<file path="src/rtl/icm_pkg.sv">
package icm_pkg;
  typedef enum logic [0:0] {
    SEQ_IDLE = 1'b0,
    SEQ_WALK = 1'b1
  } seq_state_e;
endpackage

</file>
<file path="src/rtl/icm_walk_seq.sv">
module icm_walk_seq #(
  parameter int NUM_SETS = 128,
  localparam int SET_W = $clog2(NUM_SETS)
) (
  input  logic             clk_i,
  input  logic             rst_ni,
  input  logic             start_i,
  output logic             busy_o,
  output logic [SET_W-1:0] idx_o
);
  import icm_pkg::*;

  localparam logic [SET_W-1:0] LAST = SET_W'(NUM_SETS - 1);

  seq_state_e      state_q;
  logic [SET_W-1:0] idx_q;

  always_ff @(posedge clk_i or negedge rst_ni) begin
    if (!rst_ni) begin
      state_q <= SEQ_IDLE;
      idx_q   <= '0;
    end else begin
      unique case (state_q)
        SEQ_IDLE: if (start_i) begin
          state_q <= SEQ_WALK;
          idx_q   <= '0;
        end
        SEQ_WALK: begin
          if (idx_q == LAST) state_q <= SEQ_IDLE;
          else               idx_q   <= idx_q + 1'b1;
        end
        default: state_q <= SEQ_IDLE;
      endcase
    end
  end

  assign busy_o = (state_q == SEQ_WALK);
  assign idx_o  = idx_q;
endmodule

</file>
<file path="src/rtl/icm_push_hold.sv">
module icm_push_hold #(
  parameter int NUM_SETS = 128,
  parameter int NUM_WAYS = 4,
  localparam int SET_W = $clog2(NUM_SETS),
  localparam int WAY_W = $clog2(NUM_WAYS)
) (
  input  logic             clk_i,
  input  logic             rst_ni,
  input  logic             busy_i,
  input  logic             req_i,
  input  logic [SET_W-1:0] set_i,
  input  logic [WAY_W-1:0] way_i,
  output logic             issue_o,
  output logic [SET_W-1:0] set_o,
  output logic [WAY_W-1:0] way_o
);
  logic             pend_q;
  logic [SET_W-1:0] pset_q;
  logic [WAY_W-1:0] pway_q;

  // park a push that meets a running walk; release it once idle
  always_ff @(posedge clk_i or negedge rst_ni) begin
    if (!rst_ni) begin
      pend_q <= 1'b0;
      pset_q <= '0;
      pway_q <= '0;
    end else if (busy_i) begin
      if (req_i && !pend_q) begin
        pend_q <= 1'b1;
        pset_q <= set_i;
        pway_q <= way_i;
      end
    end else begin
      pend_q <= 1'b0;
    end
  end

  assign issue_o = !busy_i && (pend_q || req_i);
  assign set_o   = pend_q ? pset_q : set_i;
  assign way_o   = pend_q ? pway_q : way_i;
endmodule

</file>
<file path="src/rtl/icache_maint_ctrl.sv">
module icache_maint_ctrl #(
  parameter int NUM_SETS = 128,
  parameter int NUM_WAYS = 4,
  localparam int SET_W = $clog2(NUM_SETS),
  localparam int WAY_W = $clog2(NUM_WAYS)
) (
  input  logic                clk_i,
  input  logic                rst_ni,
  input  logic                cfg_we_i,
  input  logic                cfg_inv_all_i,
  input  logic                cfg_keep_valid_i,
  input  logic                push_req_i,
  input  logic [SET_W-1:0]    push_set_i,
  input  logic [WAY_W-1:0]    push_way_i,
  output logic                vb_clr_o,
  output logic [SET_W-1:0]    vb_set_o,
  output logic [NUM_WAYS-1:0] vb_way_mask_o,
  output logic                stall_o,
  output logic                inv_busy_o
);
  logic             walk_busy;
  logic [SET_W-1:0] walk_idx;
  logic             push_issue;
  logic [SET_W-1:0] push_set;
  logic [WAY_W-1:0] push_way;
  logic [NUM_WAYS-1:0] push_mask;

  icm_walk_seq #(.NUM_SETS(NUM_SETS)) u_walk (
    .clk_i   (clk_i),
    .rst_ni  (rst_ni),
    .start_i (cfg_we_i && cfg_inv_all_i),
    .busy_o  (walk_busy),
    .idx_o   (walk_idx)
  );

  icm_push_hold #(.NUM_SETS(NUM_SETS), .NUM_WAYS(NUM_WAYS)) u_hold (
    .clk_i   (clk_i),
    .rst_ni  (rst_ni),
    .busy_i  (walk_busy),
    .req_i   (push_req_i),
    .set_i   (push_set_i),
    .way_i   (push_way_i),
    .issue_o (push_issue),
    .set_o   (push_set),
    .way_o   (push_way)
  );

  for (genvar w = 0; w < NUM_WAYS; w++) begin : g_dec
    assign push_mask[w] = (push_way == WAY_W'(w));
  end

  always_comb begin
    if (walk_busy) begin
      vb_clr_o      = 1'b1;
      vb_set_o      = walk_idx;
      vb_way_mask_o = '1;
    end else begin
      vb_clr_o      = push_issue && !cfg_keep_valid_i;
      vb_set_o      = push_set;
      vb_way_mask_o = push_mask;
    end
  end

  assign stall_o    = walk_busy;
  assign inv_busy_o = walk_busy;
endmodule

</file>
<file path="config.mk">
export PLATFORM = sky130hd
export DESIGN_NAME = icache_maint_ctrl
export DESIGN_NICKNAME = d
export VERILOG_FILES = /design/src/rtl/icm_pkg.sv /design/src/rtl/icm_walk_seq.sv /design/src/rtl/icm_push_hold.sv /design/src/rtl/icache_maint_ctrl.sv
export SDC_FILE = /design/constraint.sdc
export NUM_CORES = 1
export LEC_CHECK = 0
export BUFFER_PORTS_ARGS = -buffer_cell sky130_fd_sc_hd__buf_2
export CAP_MARGIN = 25
export CORE_MARGIN = 1.5
export CORE_UTILIZATION = 46
export CTS_BUF_LIST = sky130_fd_sc_hd__clkbuf_8 sky130_fd_sc_hd__clkbuf_16
export CTS_CLUSTER_DIAMETER = 80
export CTS_CLUSTER_SIZE = 25
export DETAILED_ROUTE_END_ITERATION = 16
export PLACE_DENSITY = 0.74
export SETUP_SLACK_MARGIN = 0.05
export SYNTH_ARGS = -nofsm -noshare
export SYNTH_HDL_FRONTEND = slang
export SYNTH_SLANG_ARGS = --single-unit
</file>
<file path="constraint.sdc">
create_clock -name clk_i -period 1.5 [get_ports clk_i]
set_clock_uncertainty 0.2 [all_clocks]
set_input_delay 0.075 -clock clk_i [delete_from_list [all_inputs] [get_ports clk_i]]
set_output_delay 0.075 -clock clk_i [all_outputs]
set_load 0.01 [all_outputs]
</file>
==> impl_metrics.env, run 1 <==
export IMPL_slew_headroom=0.725
export IMPL_violations="negative setup slack"
export IMPL_whs_endpoint="u_walk.idx_o[3]"
export IMPL_place_ws_ns=-0.0463
export IMPL_via_count=1021
export IMPL_hold_viol_final=0
export IMPL_cp_max_fo=5
export IMPL_htree_levels=1
export IMPL_drc=0
export IMPL_cp_required_ns=1.22
export IMPL_antenna_found_initial=0
export IMPL_overflow=0
export IMPL_grt_first_pass_wirelength_mm=4.40
export IMPL_slew_viol_final=0
export IMPL_finalSetupViolCount=18
export IMPL_clockBufferDepth=2
export IMPL_startpoint_type="register"
export IMPL_clk_pin_slew_worst_paths_ns=0.07
export IMPL_fp_dieW_um=51.2
export IMPL_core_um2=2210
export IMPL_tightest_slew_ns=0.412
export IMPL_start_util=0.484
export IMPL_power_density_nw_per_um2=1660
export IMPL_dieArea_um2=2620
export IMPL_critPathKind="reg2out"
export IMPL_cts_sinks=18
export IMPL_grt_setup_unrepaired="yes"
export IMPL_postPlaceCellArea_um2=1250
export IMPL_timing_rr_end="u_hold.pset_q[2]"
export IMPL_synth_warnings=0
export IMPL_fin_area_um2=1550
export IMPL_rr_worst_depth=2
export IMPL_hpwl_mm=1.77
export IMPL_syn_area_per_cell_um2=10.5
export IMPL_place_congestion=0.810
export IMPL_final_nets=168
export IMPL_ios=29
export IMPL_netlist_instances=102
export IMPL_cts_root_buf="clkbuf_8"
export IMPL_wl_per_cell_um=15.2
export IMPL_totalWireLength_mm=2.73
export IMPL_min_period_ns=1.57
export IMPL_p_leak_nw=0.694
export IMPL_fin_crit_sh=1.05
export IMPL_finish_utilization=0.699
export IMPL_cp_data_arrival_time_ns=1.29
export IMPL_setup_tns_ns=-0.443
export IMPL_timing_fmax_mhz=637
export IMPL_drive_above_1_share=0.483
export IMPL_min_delay_start="cfg_inv_all_i"
export IMPL_reg2reg_slack_ns=-0.01
export IMPL_n_antenna_cell=0
export IMPL_drtIter0Drc=28
export IMPL_vdd_drop_max_mv=0.977
export IMPL_synth_cell_types=36
export IMPL_cts_tree="yes"
export IMPL_clk_latency_ns=0.26
export IMPL_holdPathStages=4
export IMPL_synth_seq_area_share=0.421
export IMPL_area_delta_synth_final_pct=44.4
export IMPL_end_kind="output pin"
export IMPL_synthesis_area_um2=1070
export IMPL_status="finished, violations left"
export IMPL_setup_slack_ns=-0.0697
export IMPL_die_y_um=51.2
export IMPL_maxCapViolCount=0
export IMPL_hold_slack_ns=0.0447
export IMPL_grt_pass1_vias=1040
export IMPL_synth_nets=118
export IMPL_drt_pass1_iter_count=4
export IMPL_post_drt_via_cell_ratio=5.70
export IMPL_portBuffers=28
export IMPL_grt_max_degree=19
export IMPL_hold_path_class="in2reg"
export IMPL_gr_usage_all_layers=0.229
export IMPL_ys_ff_latch=18
export IMPL_cts_buffers=3
export IMPL_r2r_start="u_hold.pend_q"
export IMPL_rows=17
export IMPL_ant_nets=0
## cell type report
| cell class | count | area [µm²] |
|---|---|---|
| timing repair buffer | 51 | 355 |
| multi-input combinational | 77 | 641 |
| inverter | 1 | 3.75 |
| sequential | 18 | 455 |
| fill | 177 | 667 |
| clock buffer | 4 | 55.1 |
| tap | 28 | 35.0 |
## critical path: stages (launching register included)
cell and delay (ns):
dfrtp_2 0.45, buf_6 0.14, a311o_1 0.31, buf_2 0.14
## cells in the mapped netlist
library cell,n,share of area
and3_1,1,0.0059
or2_4,1,0.0082
a221o_1,1,0.0094
a41oi_1,3,0.025
mux2i_1,7,0.065
mux2_2,9,0.095
a311o_1,2,0.019
nand3b_1,1,0.0070
dfrtp_1,18,0.42
inv_1,1,0.0035
a211o_1,1,0.0082
and3_2,1,0.0070
nor2b_1,3,0.018
a211oi_1,1,0.0070
nor3b_1,1,0.0070
and4_1,1,0.0082
a31oi_1,1,0.0059
o21bai_1,1,0.0070
clkbuf_1,1,0.0035
a21o_2,1,0.0082
nand3b_2,1,0.011
a21oi_1,2,0.0094
and4b_1,1,0.0094
ha_1,1,0.012
o211ai_1,2,0.014
nor3_1,2,0.0094
o221ai_1,1,0.0082
nand3_2,2,0.019
nand2_1,10,0.035
o21ai_0,8,0.037
nand4_1,1,0.0059
o22ai_1,2,0.012
buf_6,3,0.032
a21boi_0,2,0.014
buf_4,2,0.014
nor2_1,6,0.021
## cell families (layout without fill, tap and decap cells)
logic type,after synthesis,in the layout,share of synthesized area
compound gates,28,28,0.184
mux,16,16,0.160
simple gates,32,32,0.171
fa+ha+maj,1,1,0.0117
flops,18,18,0.421
buf+inv,7,56,0.0526
## layout by cell type, fill, tap and decap left out, types with 4 or more instances in the layout
cell type	Yosys	layout
buf_2	0	28
buf_4	2	8
buf_6	3	4
clkbuf_8	0	4
dfrtp_1	18	14
dfrtp_2	0	4
dlygate4sd3_1	0	11
mux2_2	9	9
mux2i_1	7	7
nand2_1	10	10
nor2_1	6	6
o21ai_1	0	7
## where the power goes
group          internal [mW]  total [mW]  switching (mW)
sequential             0.704       0.950           0.246
clock                  0.233       0.398           0.164
combinational          0.668        1.23           0.557
## metal layers
metal,vias to the layer above,share of wire,track usage
met3,6,0.027,0.0468
met4,0,0.018,0.114
met2,24,0.53,0.398
li1,489,-,-
met5,-,0,0
met1,502,0.42,0.268
## per-stage QoR
stage	std cells	power, mW
CTS	178	2.46
finish	179	2.57
detailed placement	158	1.89
floorplan	102	1.57
global route	179	2.74
global placement	158	1.85
## worst max-delay path by stage
stage                         start          endpoint  slack, ns  cells past startpoint
finish                u_walk.busy_o  vb_way_mask_o[3]      -0.07                      3
global route          u_hold.pend_q  vb_way_mask_o[1]      -0.13                      4
CTS                   u_hold.pend_q  vb_way_mask_o[2]      -0.07                      3
detailed placement  u_walk.idx_o[0]     u_walk.busy_o      -0.05                      4
global placement    u_walk.idx_o[0]     u_walk.busy_o       0.04                      4
floorplan           u_walk.idx_o[0]     u_walk.busy_o       0.07                      4
## state kept, by name, summed over array words and instances, names as in the netlist
| signal | flops |
|---|---|
| u_hold.pend_q | 1 |
| u_hold.pset_q | 7 |
| u_hold.pway_q | 2 |
| u_walk.busy_o | 1 |
| u_walk.idx_o | 7 |
## repair_timing
action,in CTS,in global routing
resized for setup,18,10
endpoints found under the setup margin,27,28
hold buffers,10,1
pin swaps,7,5
hold endpoints to repair,28,1
buffers inserted,6,0
Note: power is estimated with default switching activity, not from simulation.
==> run 2, diff against run 1 <==
- TNS_END_PERCENT: not set -> 5
==> impl_metrics.env, run 2 (same netlist as run 1, synthesis figures left out) <==
export IMPL_status="finished, violations left"
export IMPL_violations="negative setup slack"
export IMPL_start_util=0.484
export IMPL_postPlaceCellArea_um2=1250
export IMPL_rows=17
export IMPL_clk_latency_ns=0.26
export IMPL_slew_headroom=0.726
export IMPL_fin_area_um2=1500
export IMPL_final_nets=164
export IMPL_vdd_drop_max_mv=0.954
export IMPL_drc=0
export IMPL_slew_viol_final=0
export IMPL_cts_sinks=18
export IMPL_hpwl_mm=1.77
export IMPL_critPathKind="reg2out"
export IMPL_fin_crit_sh=1.05
export IMPL_min_period_ns=1.57
export IMPL_cts_root_buf="clkbuf_8"
export IMPL_timing_fmax_mhz=637
export IMPL_grt_first_pass_wirelength_mm=4.19
export IMPL_end_kind="output pin"
export IMPL_grt_max_degree=19
export IMPL_overflow=0
export IMPL_finalSetupViolCount=12
export IMPL_finish_utilization=0.676
export IMPL_drive_above_1_share=0.456
export IMPL_ant_nets=0
export IMPL_gr_usage_all_layers=0.218
export IMPL_area_delta_synth_final_pct=39.8
export IMPL_antenna_found_initial=0
export IMPL_switching_power_uw=929
export IMPL_tightest_slew_ns=0.410
export IMPL_crit_chain="nor2b_4 -> a221o_1 -> buf_2"
export IMPL_place_inst=158
export IMPL_place_congestion=0.810
export IMPL_drtIter0Drc=23
export IMPL_final_cells=175
export IMPL_clockBufferDepth=2
export IMPL_ios=29
export IMPL_grt_pass1_vias=976
export IMPL_portBuffers=28
export IMPL_cp_max_fo=5
export IMPL_startpoint_type="register"
export IMPL_hold_viol_final=0
export IMPL_totalWireLength_mm=2.60
export IMPL_post_drt_via_cell_ratio=5.71
export IMPL_dieArea_um2=2620
export IMPL_cts_tree="yes"
export IMPL_p_sw_frac=0.377
export IMPL_fp_dieW_um=51.2
export IMPL_p_clk_frac=0.162
export IMPL_power_density_nw_per_um2=1650
export IMPL_cp_data_arrival_time_ns=1.29
export IMPL_cp_required_ns=1.22
export IMPL_most_common_layout_cells="buf_2, dfrtp_1, dlygate4sd3_1"
export IMPL_htree_levels=1
export IMPL_die_y_um=51.2
export IMPL_p_leak_nw=0.672
export IMPL_n_antenna_cell=0
export IMPL_crit_slowest_cell="dfrtp_2"
export IMPL_clk_pin_slew_worst_paths_ns=0.07
export IMPL_wl_per_cell_um=14.8
export IMPL_seq_power_share=0.386
export IMPL_drt_pass1_iter_count=4
export IMPL_grt_setup_unrepaired="yes"
export IMPL_critPathMaxStageDelay_ns=0.45
export IMPL_maxCapViolCount=0
export IMPL_hold_slack_ns=0.0316
export IMPL_power_internal_mw=1.54
export IMPL_hold_path_class="in2reg"
export IMPL_via_count=1000
export IMPL_core_um2=2210
export IMPL_setup_slack_ns=-0.0700
export IMPL_comb_power_share=0.452
export IMPL_final_common_cell="buf_2"
export IMPL_cts_buffers=3
==> run 2: stage by stage <==
step / power [mW] / TNS, ns / setup slack (ns)
after global placement: 1.85 / 0 / 0.0376
after CTS: 2.40 / -0.493 / -0.0734
after detailed placement: 1.89 / -0.294 / -0.0463
final: 2.47 / -0.378 / -0.0700
after global routing: 2.63 / -1.72 / -0.127
after floorplan: 1.57 / 0 / 0.0684
==> run 2: power groups by stage <==
| stage | clock (mW) | combinational, mW | sequential [mW] |
|---|---|---|---|
| final | 0.399 | 1.11 | 0.953 |
| after floorplan | 0 | 0.702 | 0.870 |
| after global routing | 0.417 | 1.22 | 0.986 |
| after detailed placement | 0 | 0.961 | 0.929 |
| after global placement | 0 | 0.950 | 0.904 |
| after CTS | 0.403 | 1.07 | 0.929 |
==> run 2: worst max-delay path: cells and delay by family, from the launching register on <==
kind	cells	cell delay, ns
AOI/OAI and AO/OA	1	0.31
buffers and inverters	1	0.14
DFF	1	0.45
and+or+nand+nor	1	0.14
==> run 2: repair_timing <==
item                                    4_1_cts  5_1_grt
pin swaps                                     8        1
endpoints found under the setup margin       27       29
hold buffers                                 10        1
hold endpoints to repair                     28        1
resized for setup                            17        6
buffers inserted                              2        0
cloned                                        0        0
==> run 2: area by class of cell <==
type,count,area (µm²)
Tap cell,28,35.0
Timing Repair Buffer,47,322
Fill cell,182,717
Clock buffer,4,55.1
Multi-Input combinational cell,77,624
Sequential cell,18,455
Inverter,1,3.75
==> run 2: per-layer routing <==
metal  vias up  routed length, µm  share of wire  GRT usage
li1        475                  -              -          -
met1       491               1100           0.42      0.272
met2        28               1370           0.53      0.370
met3         6                 90          0.035     0.0409
met4         0                 44          0.017     0.0921
met5         -                  0              0          0
==> run 2: path summary, 6_finish.rpt <==
| path | start | endpoint | slack [ns] | cells after the start |
|---|---|---|---|---|
| worst max-delay path | u_hold.pend_q | vb_way_mask_o[2] | -0.07 | 3 |
| worst min-delay path | cfg_inv_all_i | u_walk.idx_o[2] | 0.03 | 4 |
| worst max register to register | u_hold.pend_q | u_hold.pset_q[2] | 0 | 2 |
| worst min register to register | u_hold.pset_q[1] | u_hold.pset_q[1] | 0.31 | 1 |
| max in group asynchronous | rst_ni | u_walk.idx_o[0] | 0.69 | 2 |
| min in group asynchronous | rst_ni | u_walk.idx_o[5] | 0.09 | 2 |
==> run 3, diff against run 2 <==
- CORE_MARGIN: 1.5 -> 2
==> impl_metrics.env, run 3 (same netlist as run 1, synthesis figures left out) <==
export IMPL_status="finished, violations left"
export IMPL_violations="negative setup slack"
export IMPL_hpwl_mm=1.87
export IMPL_crit_slowest_cell="dfrtp_2"
export IMPL_startpoint="u_hold.pend_q"
export IMPL_grt_max_degree=19
export IMPL_drive_above_1_share=0.456
export IMPL_core_um2=2210
export IMPL_tightest_slew_ns=0.398
export IMPL_fp_dieW_um=52.2
export IMPL_rows=17
export IMPL_drt_pass1_iter_count=4
export IMPL_totalWireLength_mm=2.64
export IMPL_cp_max_fo=5
export IMPL_grt_pass1_vias=967
export IMPL_ios=29
export IMPL_drc=0
export IMPL_vdd_drop_max_mv=0.903
export IMPL_start_util=0.484
export IMPL_drtIter0Drc=23
export IMPL_place_congestion=0.810
export IMPL_htree_levels=1
export IMPL_wl_met3_um=163
export IMPL_n_antenna_cell=0
export IMPL_slew_headroom=0.735
export IMPL_final_common_cell="buf_2"
export IMPL_place_ws_ns=-0.0304
export IMPL_drt_met1_wl_mm=1.06
export IMPL_cp_data_arrival_time_ns=1.33
export IMPL_clk_pin_slew_worst_paths_ns=0.06
export IMPL_fillerInstances=178
export IMPL_clockBufferDepth=2
export IMPL_cts_root_buf="clkbuf_8"
export IMPL_crit_end="vb_way_mask_o[2]"
export IMPL_post_drt_via_cell_ratio=5.80
export IMPL_highest_layer="met4"
export IMPL_finalSetupViolCount=10
export IMPL_gr_usage_all_layers=0.214
export IMPL_fin_crit_sh=1.07
export IMPL_cts_sinks=18
export IMPL_p_leak_nw=0.685
export IMPL_antenna_found_initial=0
export IMPL_cts_tree="yes"
export IMPL_r2r_start="u_hold.pend_q"
export IMPL_timing_fmax_mhz=624
export IMPL_area_delta_synth_final_pct=40.4
export IMPL_portBuffers=28
export IMPL_grt_first_pass_wirelength_mm=4.25
export IMPL_met2_length_mm=1.40
export IMPL_via_count=1026
export IMPL_critPathMaxStageDelay_ns=0.44
export IMPL_end_kind="output pin"
export IMPL_die_y_um=52.2
export IMPL_reg2reg_slack_ns=0.02
export IMPL_min_period_ns=1.60
export IMPL_timing_rr_end="u_hold.pset_q[3]"
export IMPL_dieArea_um2=2730
export IMPL_hold_viol_final=0
export IMPL_power_density_nw_per_um2=1630
export IMPL_grt_setup_unrepaired="yes"
export IMPL_ant_nets=0
export IMPL_hold_path_class="in2reg"
export IMPL_maxCapViolCount=0
export IMPL_critPathKind="reg2out"
export IMPL_holdPathStages=4
export IMPL_cp_required_ns=1.22
export IMPL_cts_buffers=3
export IMPL_overflow=0
export IMPL_clk_latency_ns=0.25
export IMPL_most_common_layout_cells="buf_2, dfrtp_1, dlygate4sd3_1"
export IMPL_slew_viol_final=0
export IMPL_final_nets=167
export IMPL_rr_worst_depth=3
export IMPL_startpoint_type="register"
export IMPL_crit_chain="nor2b_2 -> a221o_1 -> buf_2"
export IMPL_power_mw=2.44
export IMPL_wl_per_cell_um=14.9
export IMPL_setup_slack_ns=-0.102
-- run 3: final cells by class --
cell class              instances  area [µm²]  share of cell area
clock buffers                   3        41.3              0.0275
repair buffers                 50         344               0.229
flip-flops and latches         18         454               0.303
well taps                      28        35.0              0.0233
multi-input cells              77         623               0.415
inverters                       1        3.75             0.00250
-- run 3: worst min path at each step --
stage	startpoint	to	slack [ns]
after floorplan	rst_ni	u_hold.pend_q	-0.42
after CTS	cfg_inv_all_i	u_walk.idx_o[2]	0.02
after detailed placement	rst_ni	u_walk.idx_o[4]	-0.18
after global routing	cfg_we_i	u_walk.idx_o[3]	0.07
final	cfg_inv_all_i	u_walk.idx_o[2]	0.03
after global placement	rst_ni	u_walk.idx_o[4]	-0.18
-- run 3: per-stage QoR --
step / hold slack, ns / instance area [µm²] / utilization / TNS, ns / instances
finish: 0.0331 / 1500 / 0.679 / -0.479 / 177
global route: 0.0693 / 1500 / 0.679 / -1.13 / 177
CTS: 0.0244 / 1480 / 0.667 / -0.563 / 176
detailed placement: -0.176 / 1260 / 0.572 / -0.207 / 160
global placement: -0.176 / 1260 / 0.572 / 0 / 160
floorplan: -0.421 / 1080 / - / 0 / 102
-- run 3: routing by layer --
layer	up-vias	global-route usage
li1	477	-
met3	2	0.0229
met2	51	0.365
met5	-	0
met1	496	0.275
met4	0	0.0897
-- run 3: report_power, final --
part | total [mW] | internal [mW] | switching, mW | leakage [nW]
Combinational | 1.16 | 0.633 | 0.529 | 0.450
Sequential | 0.947 | 0.702 | 0.245 | 0.213
Clock | 0.332 | 0.178 | 0.154 | 0.0216
Total | 2.44 | 1.51 | 0.928 | 0.685
-- run 3: worst max-delay path, delay by kind of cell (launching register included) --
kind	cells	cell delay (ns)
flops	1	0.44
buf+inv	1	0.14
compound gates	1	0.32
simple gates	1	0.17
-- run 3: timing repair --
action	CTS	global route
pin swaps	6	4
resized for setup	17	7
hold buffers	11	0
endpoints found under the setup margin	26	28
endpoints found under the hold margin	28	0
buffers inserted	2	1
